===== config.mk =====
export PLATFORM = sky130hd
export DESIGN_NAME = i2c_hs_slave
export DESIGN_NICKNAME = d
export VERILOG_FILES = /design/src/rtl/i2c_hs_pkg.sv /design/src/rtl/i2c_line_sync.sv /design/src/rtl/i2c_bus_events.sv /design/src/rtl/i2c_hs_xfer.sv /design/src/rtl/i2c_hs_slave.sv
export SDC_FILE = /design/constraint.sdc
export NUM_CORES = 1
export LEC_CHECK = 0
export BUFFER_PORTS_ARGS = -buffer_cell sky130_fd_sc_hd__buf_2
export CORE_MARGIN = 8
export CORE_UTILIZATION = 40
export CTS_CLUSTER_DIAMETER = 60
export DETAILED_ROUTE_END_ITERATION = 8
export RECOVER_POWER = 50
export SLEW_MARGIN = 20
export SYNTH_ARGS = -nofsm -noshare
export SYNTH_HDL_FRONTEND = slang
export SYNTH_HIERARCHICAL = 1
export SYNTH_SLANG_ARGS = --single-unit

===== constraint.sdc =====
create_clock -name clk -period 5.51 [get_ports clk]
set_input_delay 0.2755 -clock clk [delete_from_list [all_inputs] [get_ports clk]]
set_output_delay 0.2755 -clock clk [all_outputs]
set_load 0.02 [all_outputs]

===== src/rtl/i2c_hs_pkg.sv =====
// Package: shared types and constants for the I2C high-speed-aware slave.
// Assumes: the master-code prefix is fixed by the bus protocol.
package i2c_hs_pkg;

    // Upper five bits that mark a high-speed master code
    localparam logic [4:0] MC_PREFIX = 5'b00001;

    // Transfer engine states
    typedef enum logic [2:0] {
        XS_IDLE,
        XS_SHIFT,
        XS_ACK_WAIT,
        XS_ACK_HOLD,
        XS_IGNORE
    } xfer_state_t;

endpackage


===== src/rtl/i2c_line_sync.sv =====
// Module: multi-stage synchronizer for a group of asynchronous lines.
// Assumes: lines idle high (the I2C bus is pulled up), so reset loads ones.
module i2c_line_sync #(
    parameter int WIDTH  = 2,
    parameter int STAGES = 2
) (
    input  logic             clk,
    input  logic             rst_n,
    input  logic [WIDTH-1:0] async_i,
    output logic [WIDTH-1:0] sync_o
);

    logic [WIDTH-1:0] chain [STAGES];

    // Shift the raw lines through the flop chain
    always_ff @(posedge clk) begin
        if (!rst_n) begin
            for (int s = 0; s < STAGES; s++) chain[s] <= '1;
        end else begin
            chain[0] <= async_i;
            for (int s = 1; s < STAGES; s++) chain[s] <= chain[s-1];
        end
    end

    assign sync_o = chain[STAGES-1];

endmodule


===== src/rtl/i2c_bus_events.sv =====
// Module: decodes START, STOP and SCL edges from synchronized line levels.
// Assumes: inputs are already synchronized to clk; outputs are single-cycle.
module i2c_bus_events (
    input  logic clk,
    input  logic rst_n,
    input  logic scl_s,
    input  logic sda_s,
    output logic start_det,
    output logic stop_det,
    output logic scl_rise,
    output logic scl_fall
);

    logic scl_q;
    logic sda_q;

    // Hold the previous sample of each line
    always_ff @(posedge clk) begin
        if (!rst_n) begin
            scl_q <= 1'b1;
            sda_q <= 1'b1;
        end else begin
            scl_q <= scl_s;
            sda_q <= sda_s;
        end
    end

    // Edge and condition decode against the previous sample
    always_comb begin
        start_det = scl_q & scl_s & sda_q & ~sda_s;
        stop_det  = scl_q & scl_s & ~sda_q & sda_s;
        scl_rise  = ~scl_q & scl_s;
        scl_fall  = scl_q & ~scl_s;
    end

endmodule


===== src/rtl/i2c_hs_xfer.sv =====
// Module: byte shifter, address / master-code decode, acknowledge and
// high-speed flag.
// Assumes: single-cycle event strobes from i2c_bus_events; STOP outranks START.
module i2c_hs_xfer
    import i2c_hs_pkg::*;
#(
    parameter int         ADDR_W   = 7,
    parameter logic [6:0] DEV_ADDR = 7'h3C
) (
    input  logic       clk,
    input  logic       rst_n,
    input  logic       sda_s,
    input  logic       start_det,
    input  logic       stop_det,
    input  logic       scl_rise,
    input  logic       scl_fall,
    output logic       sda_oe,
    output logic       byte_valid,
    output logic [7:0] byte_data,
    output logic       start_evt,
    output logic       stop_evt,
    output logic       addr_write,
    output logic       hs_mode
);

    localparam int BITS  = ADDR_W + 1;
    localparam int CNT_W = $clog2(BITS);

    xfer_state_t      state;
    logic [BITS-1:0]  shreg;
    logic [BITS-1:0]  nxt;
    logic [CNT_W-1:0] bit_cnt;
    logic             first_byte;
    logic             ack_pend;
    logic             mc_pend;
    logic             cont;

    // Byte as it will stand after the bit on the current rising edge
    assign nxt = {shreg[BITS-2:0], sda_s};

    // Transfer sequencing, acknowledge drive and mode tracking
    always_ff @(posedge clk) begin
        if (!rst_n) begin
            state      <= XS_IDLE;
            shreg      <= '0;
            bit_cnt    <= '0;
            first_byte <= 1'b0;
            ack_pend   <= 1'b0;
            mc_pend    <= 1'b0;
            cont       <= 1'b0;
            sda_oe     <= 1'b0;
            byte_valid <= 1'b0;
            byte_data  <= '0;
            start_evt  <= 1'b0;
            stop_evt   <= 1'b0;
            addr_write <= 1'b0;
            hs_mode    <= 1'b0;
        end else begin
            byte_valid <= 1'b0;
            start_evt  <= 1'b0;
            stop_evt   <= 1'b0;
            if (stop_det) begin
                state      <= XS_IDLE;
                sda_oe     <= 1'b0;
                stop_evt   <= 1'b1;
                addr_write <= 1'b0;
                hs_mode    <= 1'b0;
            end else if (start_det) begin
                state      <= XS_SHIFT;
                bit_cnt    <= '0;
                first_byte <= 1'b1;
                sda_oe     <= 1'b0;
                start_evt  <= 1'b1;
                addr_write <= 1'b0;
            end else begin
                case (state)
                    XS_SHIFT: begin
                        if (scl_rise) begin
                            shreg <= nxt;
                            if (bit_cnt == CNT_W'(BITS - 1)) begin
                                bit_cnt <= '0;
                                state   <= XS_ACK_WAIT;
                                if (first_byte) begin
                                    if (nxt[7:3] == MC_PREFIX) begin
                                        ack_pend <= 1'b0;
                                        mc_pend  <= 1'b1;
                                        cont     <= 1'b0;
                                    end else if (nxt[BITS-1:1] == DEV_ADDR) begin
                                        ack_pend   <= 1'b1;
                                        mc_pend    <= 1'b0;
                                        cont       <= ~nxt[0];
                                        addr_write <= ~nxt[0];
                                    end else begin
                                        ack_pend <= 1'b0;
                                        mc_pend  <= 1'b0;
                                        cont     <= 1'b0;
                                    end
                                end else begin
                                    byte_valid <= 1'b1;
                                    byte_data  <= nxt;
                                    ack_pend   <= 1'b1;
                                    mc_pend    <= 1'b0;
                                    cont       <= 1'b1;
                                end
                            end else begin
                                bit_cnt <= bit_cnt + 1'b1;
                            end
                        end
                    end
                    XS_ACK_WAIT: begin
                        if (scl_fall) begin
                            sda_oe <= ack_pend;
                            state  <= XS_ACK_HOLD;
                        end
                    end
                    XS_ACK_HOLD: begin
                        if (scl_fall) begin
                            sda_oe     <= 1'b0;
                            first_byte <= 1'b0;
                            if (mc_pend) begin
                                hs_mode <= 1'b1;
                                state   <= XS_IGNORE;
                            end else if (cont) begin
                                state <= XS_SHIFT;
                            end else begin
                                state <= XS_IGNORE;
                            end
                        end
                    end
                    default: ;
                endcase
            end
        end
    end

endmodule


===== src/rtl/i2c_hs_slave.sv =====
// Module: top of the I2C slave front end with high-speed mode tracking.
// Assumes: clk is several times faster than SCL; SDA is open-drain, and
// sda_oe=1 pulls it low.
module i2c_hs_slave #(
    parameter logic [6:0] DEV_ADDR    = 7'h3C,
    parameter int         SYNC_STAGES = 2
) (
    input  logic       clk,
    input  logic       rst_n,
    input  logic       scl_i,
    input  logic       sda_i,
    output logic       sda_oe,
    output logic       byte_valid,
    output logic [7:0] byte_data,
    output logic       start_evt,
    output logic       stop_evt,
    output logic       addr_write,
    output logic       hs_mode
);

    logic [1:0] lines_s;
    logic       scl_s;
    logic       sda_s;
    logic       start_det;
    logic       stop_det;
    logic       scl_rise;
    logic       scl_fall;

    i2c_line_sync #(.WIDTH(2), .STAGES(SYNC_STAGES)) u_sync (
        .clk     (clk),
        .rst_n   (rst_n),
        .async_i ({scl_i, sda_i}),
        .sync_o  (lines_s)
    );

    assign scl_s = lines_s[1];
    assign sda_s = lines_s[0];

    i2c_bus_events u_events (
        .clk       (clk),
        .rst_n     (rst_n),
        .scl_s     (scl_s),
        .sda_s     (sda_s),
        .start_det (start_det),
        .stop_det  (stop_det),
        .scl_rise  (scl_rise),
        .scl_fall  (scl_fall)
    );

    i2c_hs_xfer #(.ADDR_W(7), .DEV_ADDR(DEV_ADDR)) u_xfer (
        .clk        (clk),
        .rst_n      (rst_n),
        .sda_s      (sda_s),
        .start_det  (start_det),
        .stop_det   (stop_det),
        .scl_rise   (scl_rise),
        .scl_fall   (scl_fall),
        .sda_oe     (sda_oe),
        .byte_valid (byte_valid),
        .byte_data  (byte_data),
        .start_evt  (start_evt),
        .stop_evt   (stop_evt),
        .addr_write (addr_write),
        .hs_mode    (hs_mode)
    );

endmodule


; ---- Word-level counts from Yosys, hierarchy flattened
; Memory sizes are Yosys's and may differ from the RTL's.
; Index checks and enable logic that the tools add are counted.
[totals]
mem_count = 1
regBits = 33
ramBits = 4
word_cells = 106
rom_bits = 0
latch_bits = 0
inputBits = 4
out_inout_bits = 14
[op_classes]
n_bitwise = 21
muxes = 32
div_mod_pow = 0
addsub = 1
order_cmp = 0
shift = 0
n_mul = 0
n_eq_ne = 14
n_reduce_logical = 20
[memory_table]
columns = name, depth, word_bits, rd, rd_ports_with_merged_regs, wr, line
row1 = u_sync.chain, 2, 2, 2, 0, 2, i2c_line_sync.sv:13  ; logic [WIDTH-1:0] chain [STAGES];
[op_table]
columns = operator, n
row1 = 3-bit 2-to-1 mux, 10
row2 = 1-bit 2-to-1 mux, 18
row3 = 5-bit AND reduction, 3
row4 = 1-bit inverter, 12
row5 = 6-bit AND reduction, 2
row6 = 2-bit nonzero test, 5
row7 = "3-bit != test, second input constant", 3
row8 = 3-bit case mux with 3 select lines, 1
row9 = 3-bit AND reduction, 3
row10 = 4-bit AND reduction, 2
row11 = 1-bit AND, 7
row12 = "7-bit by 6-bit equality test with 1-bit output, second input constant", 1
row13 = "3-bit by 2-bit equality test with 1-bit output, second input constant", 2
row14 = "2-bit != test, second input constant", 3
row15 = 6-bit OR reduction, 1
row16 = "5-bit by 1-bit equality test with 1-bit output, second input constant", 1
row17 = 2-bit 2-to-1 mux, 2
row18 = 4-bit nonzero test, 1
row19 = "3-bit by 1-bit adder with 3-bit output, second input constant", 1
row20 = "3-bit by 1-bit equality test with 1-bit output, second input constant", 1
row21 = "3-bit equality test, second input constant", 1
row22 = "3-bit by 2-bit != test with 1-bit output, second input constant", 1
row23 = 3-bit nonzero test, 1
row24 = 3-bit OR reduction, 1
row25 = other kinds (4), 5

; ---- Depth between registers and ports, before layout
; An unclocked memory read counts as a cell.
[logic_depth]
word_depth = 6
ltp_mapped = 6
mapped_depth_nobuf = 5

; ---- By module
; Netlist, hierarchy kept.
[by_module_without_submodules]
columns = mod, cells_per_inst, instances, area_per_inst_um2, seq_area_each_um2
row1 = i2c_hs_xfer, 155, 1, 1378.8, 620.6
row2 = i2c_line_sync, 10, 1, 120.1, 80.1
row3 = i2c_bus_events, 8, 1, 85.1, 40.0

; ---- Worst setup path before layout
; Ideal clock, no wire load.
[synth_timing]
path_kind = register -> register
start = memory u_sync.chain[1][0], in the netlist u_sync/chain[0][2]
end = register u_xfer.byte_data[0]
path_slack_ns = 3.609
t_required_ns = 5.438
setup_ns = 0.072
stages_incl_launch_ff = 7
n_path_buf = 2
arrival_time_ns = 1.829
synth_period_minus_slack_ns = 1.901
cell_sequence = dfxtp_1 buf_4 and4b_1 buf_4 or4b_4 nor3_4 mux2i_1
[synth_rtl]
columns = element, line
row1 = from (decl), i2c_line_sync.sv:13
row2 = to (signal assigned), i2c_hs_xfer.sv:100  ; byte_data <= nxt;
row3 = to (decl), i2c_hs_xfer.sv:19  ; output logic [7:0] byte_data,

==> results.md <==
- Share of post-route cells with drive strength above 1: roughly 8.6%
- Type of origin of the critical path: register
- Final hold violations: 0
- Rows: 23
- Slew headroom: 19.5%
- Yosys cell types: 39
- Max-cap viol count: 0
- Inst Count DP: 230
- Setup Fix Bufs, Post-CTS: 0
- CP Capture Type: register
- Largest net degree at the start of global routing: 32
- Main synth FF type: dfxtp_1
- Reg2reg path depth: 4
- Iteration-0 DRC Markers: 128
- Final period util: 37.6%
- Min-delay src: scl_i
- GR Util met2: 18.3%
- RSZ-0062 raised after global routing: false
- PortBufs: 17
- Mapped Area: 1580 um2
- GR met1 Demand/Resource: 13.5%
- Main area contributors after synthesis: dfxtp_1 47%, mux2i_1 6.3%, nand2_1 5.5%
- Final WL: 3330 um
- DR vias: roughly 1300
- Layout Nets: 193
- Critical path class: reg -> reg
- R2R Setup Slk: 3.44 ns
- Vias in the first global route: ~1200
- Detailed-router iteration count before antenna repair: 4
- Setup Skew: 0.00488 ns
- Via density: 5.36
- Avg Inst Size Synth: 9.16 um2
- Final core occ: between 40% and 50%
- Post-CTS Resized: 0
- Die width: between 70 and 80 um
- Setup_tns: 0 ns
- Starting Density: between 40% and 50%
- Cts hold-fix bufs: 0
- Synthesized net count: 179
- RePlAce Congestion: 0.805
- Area grow syn2layout: 10.0%
- CTS H-tree depth: 2
- #FFs+latches synth: 37
- Critical path arrival: about 2.3 ns
- Fmax: 483 MHz
- Final non-filler cell total: about 240
- CTS sink cnt: 37
- Num ports: 18
- Clk_lat worst skew: 0.28 ns
- Max FO, Critical Path: 10
- Grt total ovfl: 0
- DPL Wire Length: 2340 um
- Routed WL per cell: 14.0 um
- FF-to-FF End: u_xfer/byte_data[1]$_SDFFE_PN0P_
- Hold path depth: 2
- Lkg Pwr: 0.573 nW
- Met3 Usage GRT: under 10%
- Yosys warnings: 6
- DRC: 0
- Post-synth EDFFs: 0
- First-pass GRT wire length: 5730 um
- Clock transition at the registers of the reported paths: 0.06 ns
- Inserted Diodes: 0
- CTS tree: done
- Pwr Density: 271 nW/um2
- GRT Max-Usage Layer: met2
- Root Buffer: clkbuf_8
- Pins Over Slew Limit: 0
- Setup Viol. Count Final: 0
- Hold endpoint: u_sync/chain[0][1]$_SDFF_PN1_
- Post-synth ARST share: 0%
- Core Area: 3910 um2
- Clk buf depth: 2
- Mapped Cells: 173
- Yosys top cell area share: 46.8%
- Reg2reg start: u_sync/chain[0][2]$_SDFF_PN1_
- Die Ht: 78.9 um
- Top cell type by total area after synthesis: dfxtp_1
- Die area: between 6000 and 7000 um2
- Outcome: completed
- Max rail drop VDD: 0.149 mV
- Worst-margin pin slew: 1.21 ns
- Minimum clock period: 2.07 ns
- Total GRT Usage: 11.6%
- Register area share after synthesis: 46.8%
- Worst Hold Class: in -> reg
- Cts bufs inserted: 5
- Critical path data required time: 5.71 ns
- Initial antenna violation count: 0
- Antenna-violating nets left: 0
[sequential cells by signal (all words and copies together) (netlist names), 3 cells and up]
signal and cells:
u_xfer/bit_cnt 3, u_sync/chain 4, u_xfer/state 3, u_xfer/shreg 7, u_xfer/byte_data 8
[synth_stat cells, drive strengths merged (2+ instances only)]
master / n
nor4b: 2
nand2b: 9
o21ai: 11
a21oi: 13
buf: 4
ha: 2
nor2b: 6
dfxtp: 37
nor2: 6
nor3: 3
nand3: 11
o22ai: 2
inv: 4
clkbuf: 6
o21a: 2
nand2: 23
mux2i: 10
or4b: 3
nand4b: 2
and4b: 2
[worst max path at each step]
stage                                    from  cells after the start  slack (ns)                               end
2_1_floorplan   u_sync/chain[0][2]$_SDFF_PN1_                      6        3.61  u_xfer/byte_data[0]$_SDFFE_PN0P_
3_3_place_gp    u_sync/chain[0][2]$_SDFF_PN1_                      4        3.56  u_xfer/byte_data[1]$_SDFFE_PN0P_
3_5_place_dp   u_xfer/bit_cnt[0]$_SDFFE_PN0P_                      5        3.44  u_xfer/byte_data[1]$_SDFFE_PN0P_
4_1_cts        u_xfer/bit_cnt[0]$_SDFFE_PN0P_                      5        3.41  u_xfer/byte_data[1]$_SDFFE_PN0P_
5_1_grt        u_xfer/bit_cnt[0]$_SDFFE_PN0P_                      5        3.28  u_xfer/byte_data[0]$_SDFFE_PN0P_
6_report        u_sync/chain[0][2]$_SDFF_PN1_                      4        3.44  u_xfer/byte_data[1]$_SDFFE_PN0P_
[final cells by class]
class	instances	area [um2]
fillers	411	2170
multi-input cells	122	772
flip-flops and latches	37	741
clock buffers	7	86.3
repair buffers	17	66.3
well taps	50	62.6
inverters	4	15.0
[metal layers]
| layer | wire [um] | vias up | part of all wire [%] |
|---|---|---|---|
| li1 | - | 640 | - |
| met1 | 1460 | 595 | 44 |
| met2 | 1600 | 32 | 48 |
| met3 | 212 | 4 | 6.4 |
| met4 | 51 | 0 | 1.5 |
| met5 | 0 | - | 0 |
[cells by family after synthesis]
group                      after synthesis  synth area share, %
buffers and inverters                   14                 4.50
muxes                                   10                 6.32
AOI/OAI and AO/OA                       34                 12.6
and+or+nand+nor                         76                 28.3
DFF                                     37                 46.8
adders and majority gates                2                 1.58
[where the power goes]
group,internal (mW),switching [mW]
Combinational,0.00529,0.0119
Sequential,0.270,0.00211
Clock,0.0991,0.0845
[per-stage QoR]
stage | total power [mW] | hold WS, ns | setup slack [ns] | cell area (um2)
4_1_cts | 0.482 | 0.163 | 3.41 | 1760
5_1_grt | 0.496 | 0.189 | 3.28 | 1740
3_5_place_dp | 0.295 | 0.395 | 3.44 | 1680
2_1_floorplan | 0.291 | 0.349 | 3.61 | 1580
3_3_place_gp | 0.295 | 0.389 | 3.56 | 1680
6_report | 0.473 | 0.175 | 3.44 | 1740
[critical path, cell delays in order, from the launching register on]
cell	delay (ns)
dfxtp_1	0.41
and4b_1	0.34
or4b_4	0.59
nor3_4	0.40
mux2i_1	0.26
[placed cells by master, fill, tap and decap left out, types with 9 or more instances in the layout]
cell type	count
dfxtp_1	37
nand2_1	23
clkbuf_1	16
a21oi_1	13
nand3_1	11
o21ai_0	11
mux2i_1	10
nand2b_1	9
Note: power is estimated with default switching activity, not from simulation.
